File: src/rtl/spi3_pkg.sv
package spi3_pkg;
  // Strobes from the control to the shift datapath
  typedef struct packed {
    logic load;   // copy the parallel byte into the shifter
    logic shift;  // move the shifter one place toward the data line
  } dpStrobe_t;
endpackage

File: src/rtl/spi3_tx_datapath.sv
module spi3_tx_datapath #(
  parameter int DATA_W = 8
) (
  input  logic                 clk,
  input  logic                 rst,
  input  spi3_pkg::dpStrobe_t  stb,
  input  logic [DATA_W-1:0]    txByte,
  output logic                 sdo
);
  logic [DATA_W-1:0] shReg;

  always_ff @(posedge clk) begin
    if (rst)            shReg <= '0;
    else if (stb.load)  shReg <= txByte;
    else if (stb.shift) shReg <= {shReg[DATA_W-2:0], 1'b0};
  end

  assign sdo = shReg[DATA_W-1];
endmodule

File: src/rtl/spi3_tx_control.sv
module spi3_tx_control #(
  parameter int DATA_W      = 8,
  parameter int SYNC_STAGES = 2,
  parameter int FILTER_LEN  = 1,
  parameter bit RISE_EDGE   = 1'b1,
  localparam int CNT_W      = $clog2(DATA_W)
) (
  input  logic                clk,
  input  logic                rst,
  input  logic                sclkIn,
  input  logic                csnIn,
  output spi3_pkg::dpStrobe_t stb,
  output logic                csSel,
  output logic                edgeHit,
  output logic [CNT_W-1:0]    bitCnt,
  output logic                byteDone
);
  localparam logic [CNT_W-1:0] LAST = CNT_W'(DATA_W - 1);

  // Multi-stage synchronizers; select idles high (deselected)
  logic [SYNC_STAGES-1:0] sclkPipe, csnPipe;
  always_ff @(posedge clk) begin
    if (rst) begin
      sclkPipe <= '0;
      csnPipe  <= '1;
    end else begin
      sclkPipe <= {sclkPipe[SYNC_STAGES-2:0], sclkIn};
      csnPipe  <= {csnPipe[SYNC_STAGES-2:0], csnIn};
    end
  end

  logic sclkSync;
  assign sclkSync = sclkPipe[SYNC_STAGES-1];
  assign csSel    = ~csnPipe[SYNC_STAGES-1];

  // Optional run-length glitch filter
  logic sclkClean;
  generate
    if (FILTER_LEN <= 1) begin : g_noFilter
      assign sclkClean = sclkSync;
    end else begin : g_filter
      localparam int FLT_W = $clog2(FILTER_LEN);
      logic             fltLvl;
      logic [FLT_W-1:0] runLen;
      always_ff @(posedge clk) begin
        if (rst) begin
          fltLvl <= 1'b0;
          runLen <= '0;
        end else if (sclkSync == fltLvl) begin
          runLen <= '0;
        end else if (runLen == FLT_W'(FILTER_LEN - 1)) begin
          fltLvl <= sclkSync;
          runLen <= '0;
        end else begin
          runLen <= runLen + FLT_W'(1);
        end
      end
      assign sclkClean = fltLvl;
    end
  endgenerate

  // Two-sample history edge detection
  logic sclkPrev;
  always_ff @(posedge clk) begin
    if (rst) sclkPrev <= 1'b0;
    else     sclkPrev <= sclkClean;
  end

  generate
    if (RISE_EDGE) begin : g_rise
      assign edgeHit = sclkClean & ~sclkPrev;
    end else begin : g_fall
      assign edgeHit = ~sclkClean & sclkPrev;
    end
  endgenerate

  // Bit counting and strobe generation
  logic lastEdge;
  assign lastEdge = csSel && edgeHit && (bitCnt == LAST);

  always_comb begin
    stb = '0;
    if (!csSel)       stb.load  = 1'b1;
    else if (lastEdge) stb.load  = 1'b1;
    else if (edgeHit)  stb.shift = 1'b1;
  end

  always_ff @(posedge clk) begin
    if (rst) begin
      bitCnt   <= '0;
      byteDone <= 1'b0;
    end else begin
      byteDone <= lastEdge;
      if (!csSel || lastEdge) bitCnt <= '0;
      else if (edgeHit)       bitCnt <= bitCnt + CNT_W'(1);
    end
  end
endmodule

File: src/rtl/spi3_tx_slave.sv
module spi3_tx_slave #(
  parameter int DATA_W      = 8,
  parameter int SYNC_STAGES = 2,
  parameter int FILTER_LEN  = 1,
  parameter bit RISE_EDGE   = 1'b1
) (
  input  logic              clk,
  input  logic              rst,
  input  logic              sclkIn,
  input  logic              csnIn,
  input  logic [DATA_W-1:0] txByte,
  output logic              sdo,
  output logic              byteDone
);
  localparam int CNT_W = $clog2(DATA_W);

  spi3_pkg::dpStrobe_t stb;
  logic                csSel;
  logic                edgeHit;
  logic [CNT_W-1:0]    bitCnt;

  spi3_tx_control #(
    .DATA_W(DATA_W), .SYNC_STAGES(SYNC_STAGES),
    .FILTER_LEN(FILTER_LEN), .RISE_EDGE(RISE_EDGE)
  ) u_ctrl (
    .clk(clk), .rst(rst), .sclkIn(sclkIn), .csnIn(csnIn),
    .stb(stb), .csSel(csSel), .edgeHit(edgeHit),
    .bitCnt(bitCnt), .byteDone(byteDone)
  );

  spi3_tx_datapath #(.DATA_W(DATA_W)) u_dp (
    .clk(clk), .rst(rst), .stb(stb), .txByte(txByte), .sdo(sdo)
  );
endmodule

File: config.mk
export PLATFORM = sky130hd
export DESIGN_NAME = spi3_tx_slave
export DESIGN_NICKNAME = d
export VERILOG_FILES = /design/src/rtl/spi3_pkg.sv /design/src/rtl/spi3_tx_datapath.sv /design/src/rtl/spi3_tx_control.sv /design/src/rtl/spi3_tx_slave.sv
export SDC_FILE = /design/constraint.sdc
export NUM_CORES = 1
export LEC_CHECK = 0
export ABC_AREA = 1
export BUFFER_PORTS_ARGS = -buffer_cell sky130_fd_sc_hd__buf_2
export CAP_MARGIN = 10
export CORE_UTILIZATION = 41
export DETAILED_ROUTE_END_ITERATION = 12
export GPL_TIMING_DRIVEN = 0
export PLACE_DENSITY = 0.65
export SLEW_MARGIN = 5
export SYNTH_ARGS = -nofsm -noshare
export SYNTH_HDL_FRONTEND = slang
export SYNTH_HIERARCHICAL = 1
export SYNTH_SLANG_ARGS = --single-unit
File: constraint.sdc
create_clock -name clk -period 1.7 [get_ports clk]
set_clock_uncertainty 0.2 [all_clocks]
set_input_delay 0.17 -clock clk [delete_from_list [all_inputs] [get_ports clk]]
set_output_delay 0.17 -clock clk [all_outputs]
set_load 0.02 [all_outputs]
==> metrics.csv <==
metric;value;unit
core;1590;µm²
hpwl;878;µm
total_power;0.728;mW
comb_power_share;12.4;%
port_buffers;13;
violations;negative hold slack;
synth_area;734;µm²
drc;0;
timing.slew.headroom;87.8;%
fin_crit;1650;ps
finalHoldViolCount;1;
avgViaCountPerCell;4.45;
worstPathMaxFanout;8;
synth_cells;101;
grt_remaining_overflow;0;
rows;14;
first_global_vias;584;
swShare;23.7;%
clock_latency;280;ps
gp_congestion;0.772;
crit_start;u_ctrl/bitCnt[1];
final_util;64.2;%
tightest_slew;183;ps
h-tree-depth;1;
fin_crit_sh;97.2;%
fp.dieArea;1960;µm²
ir_drop;0.575;mV
cts_sinks;17;
leakagePower;0.521;nW
syn-num-nets;115;
critPathCaptureType;flip-flop;
synth.avg_cell_area;7.27;µm²
final_common_cell;nand2_1;
min-delay-path-class;in2reg;
grt_max_degree;12;
gr-usage-met1;22.3;%
cp-start-kind;flip-flop;
n_antenna_cell;0;
path_class;reg2reg;
clkPwrFrac;29.4;%
grt_use_met2;24.4;%
p_switching;0.173;mW
report.final.setup_viol;0;
path_clk_slew;100;ps
final_cell_mix;nand2_1, inv_1, dfxtp_1;
cp_common_cell;nand2_1;
grt_setup_unrepaired;true;
die_w;44.3;µm
wl;1460;µm
route.detailed.wl_per_inst;9.34;µm
arrival;1690;ps
min_from;txByte[6];
ys_ff_latch;17;
ys_types;16;
yosys_warnings;6;
max_clock_freq;605;MHz
power_density;711;nW/µm²
grt-busiest-layer;met2;
intPower;0.555;mW
status;finished with violations;
whs;-0.0865;ps
antenna_found_initial;0;
r2r_start;u_ctrl/bitCnt[1];
initial_utilization;46.1;%
drv_slew;0;
vias;694;
groute.usage.overall;16.5;%
cts_buffer_depth;2;
syn_to_final_growth;39.4;%
grt_pass1_wl;2370;µm
cts_tree;done;
maxCapViolations;0;
die_h;44.3;µm
postRouteAntennaNets;0;
seq_power_share;58.2;%
nNetsFinal;147;
critPathMaxStageDelay;350;ps
cp_slowest_cell;dfxtp_2;
path_cells;ha_4, ha_4, nand4_1, nand2_1, buf_6, nor2_8, nand2_1, nand3_1, nand2_1, inv_1;
drtPass1Iterations;4;
root_buffer;clkbuf_4;
cts_buffers;3;
ys_seq_area_share;46.3;%
num_io_pins;14;
drive_above_1_share;25.8;%
drt-initial-drc-count;8;
required;1730;ps
use_met3;3.67;%
==> worst max-delay path: cells and delay by family, from the launching register on <==
family	cells	cell delay (ps)
and+or+nand+nor	6	550
adders and majority gates	2	310
buffers and inverters	2	200
DFF	1	350
==> Yosys cell counts (all sizes together) <==
| cell type | n | share of area, % |
|---|---|---|
| a21oi | 3 | 2.0 |
| buf | 2 | 2.6 |
| dfxtp | 17 | 46 |
| ha | 2 | 3.4 |
| inv | 18 | 9.2 |
| nand2 | 35 | 18 |
| nand3 | 11 | 7.5 |
| nand4 | 1 | 0.85 |
| nor2 | 8 | 6.3 |
| nor3 | 1 | 0.68 |
| or2 | 2 | 1.7 |
| xor2 | 1 | 1.2 |
==> power groups by stage <==
| stage | combinational [mW] | sequential [mW] | clock, mW |
|---|---|---|---|
| 2_1_floorplan | 0.0415 | 0.433 | 0 |
| 3_3_place_gp | 0.0651 | 0.432 | 0 |
| 3_5_place_dp | 0.0660 | 0.433 | 0 |
| 4_1_cts | 0.0863 | 0.424 | 0.216 |
| 5_1_grt | 0.100 | 0.426 | 0.238 |
| 6_report | 0.0902 | 0.424 | 0.214 |
==> routing by layer <==
metal | share of wire, % | vias up
met1 | 49 | 312
met3 | 3.6 | 2
li1 | - | 366
met5 | 0 | -
met4 | 0.62 | 0
met2 | 46 | 14
==> area by class of cell <==
cell class	instances	area, µm²
multi-input combinational	64	340
inverter	18	70.1
timing repair buffer	27	195
clock buffer	4	26.3
sequential	17	343
tap	24	30.0
buffer	2	18.8
fill	155	571
==> timing repair <==
| item | in CTS | in global routing |
|---|---|---|
| hold buffers | 10 | 0 |
| pin swaps | 3 | 6 |
| buffers inserted | 2 | 2 |
| gates resized for setup | 2 | 7 |
| cloned | 1 | 0 |
| endpoints found under the setup margin | 6 | 8 |
| hold endpoints to repair | 13 | 0 |
==> through the flow <==
stage / setup WS, ps / cells / setup TNS, ps / area, µm²
floorplan: 120 / 101 / 0 / 734
global placement: 3.33 / 138 / 0 / 830
detailed placement: -3.60 / 138 / -3.60 / 830
CTS: 1.86 / 155 / 0 / 980
global route: -53.9 / 156 / -247 / 1020
finish: 46.9 / 156 / 0 / 1020
==> sequential cells by signal, summed over array words and instances (netlist names) <==
signal and flops:
u_ctrl/bitCnt 3, u_ctrl/csnPipe 2, u_ctrl/byteDone 1, u_ctrl/sclkPrev 1, u_ctrl/sclkPipe 2, u_dp/shReg 8
==> path summary, 6_finish.rpt <==
| path | slack (ps) | end | depth (start not counted) |
|---|---|---|---|
| hold reg to reg | 210 | u_ctrl/sclkPipe[1] | 2 |
| hold / removal | -0.09 | u_dp/shReg[6] | 5 |
| setup reg to reg | 50 | u_dp/shReg[7] | 10 |
| setup / recovery | 50 | u_dp/shReg[7] | 10 |
==> logic make-up (layout without fill, tap and decap cells) <==
logic type | count (synthesis) | count (layout) | synth area share [%]
xor+xnor | 1 | 1 | 1.19
compound gates | 3 | 3 | 2.04
flops | 17 | 17 | 46.3
fa+ha+maj | 2 | 2 | 3.41
buf+inv | 20 | 51 | 11.8
simple gates | 58 | 58 | 35.3
Power figures use the tool's default switching activity.
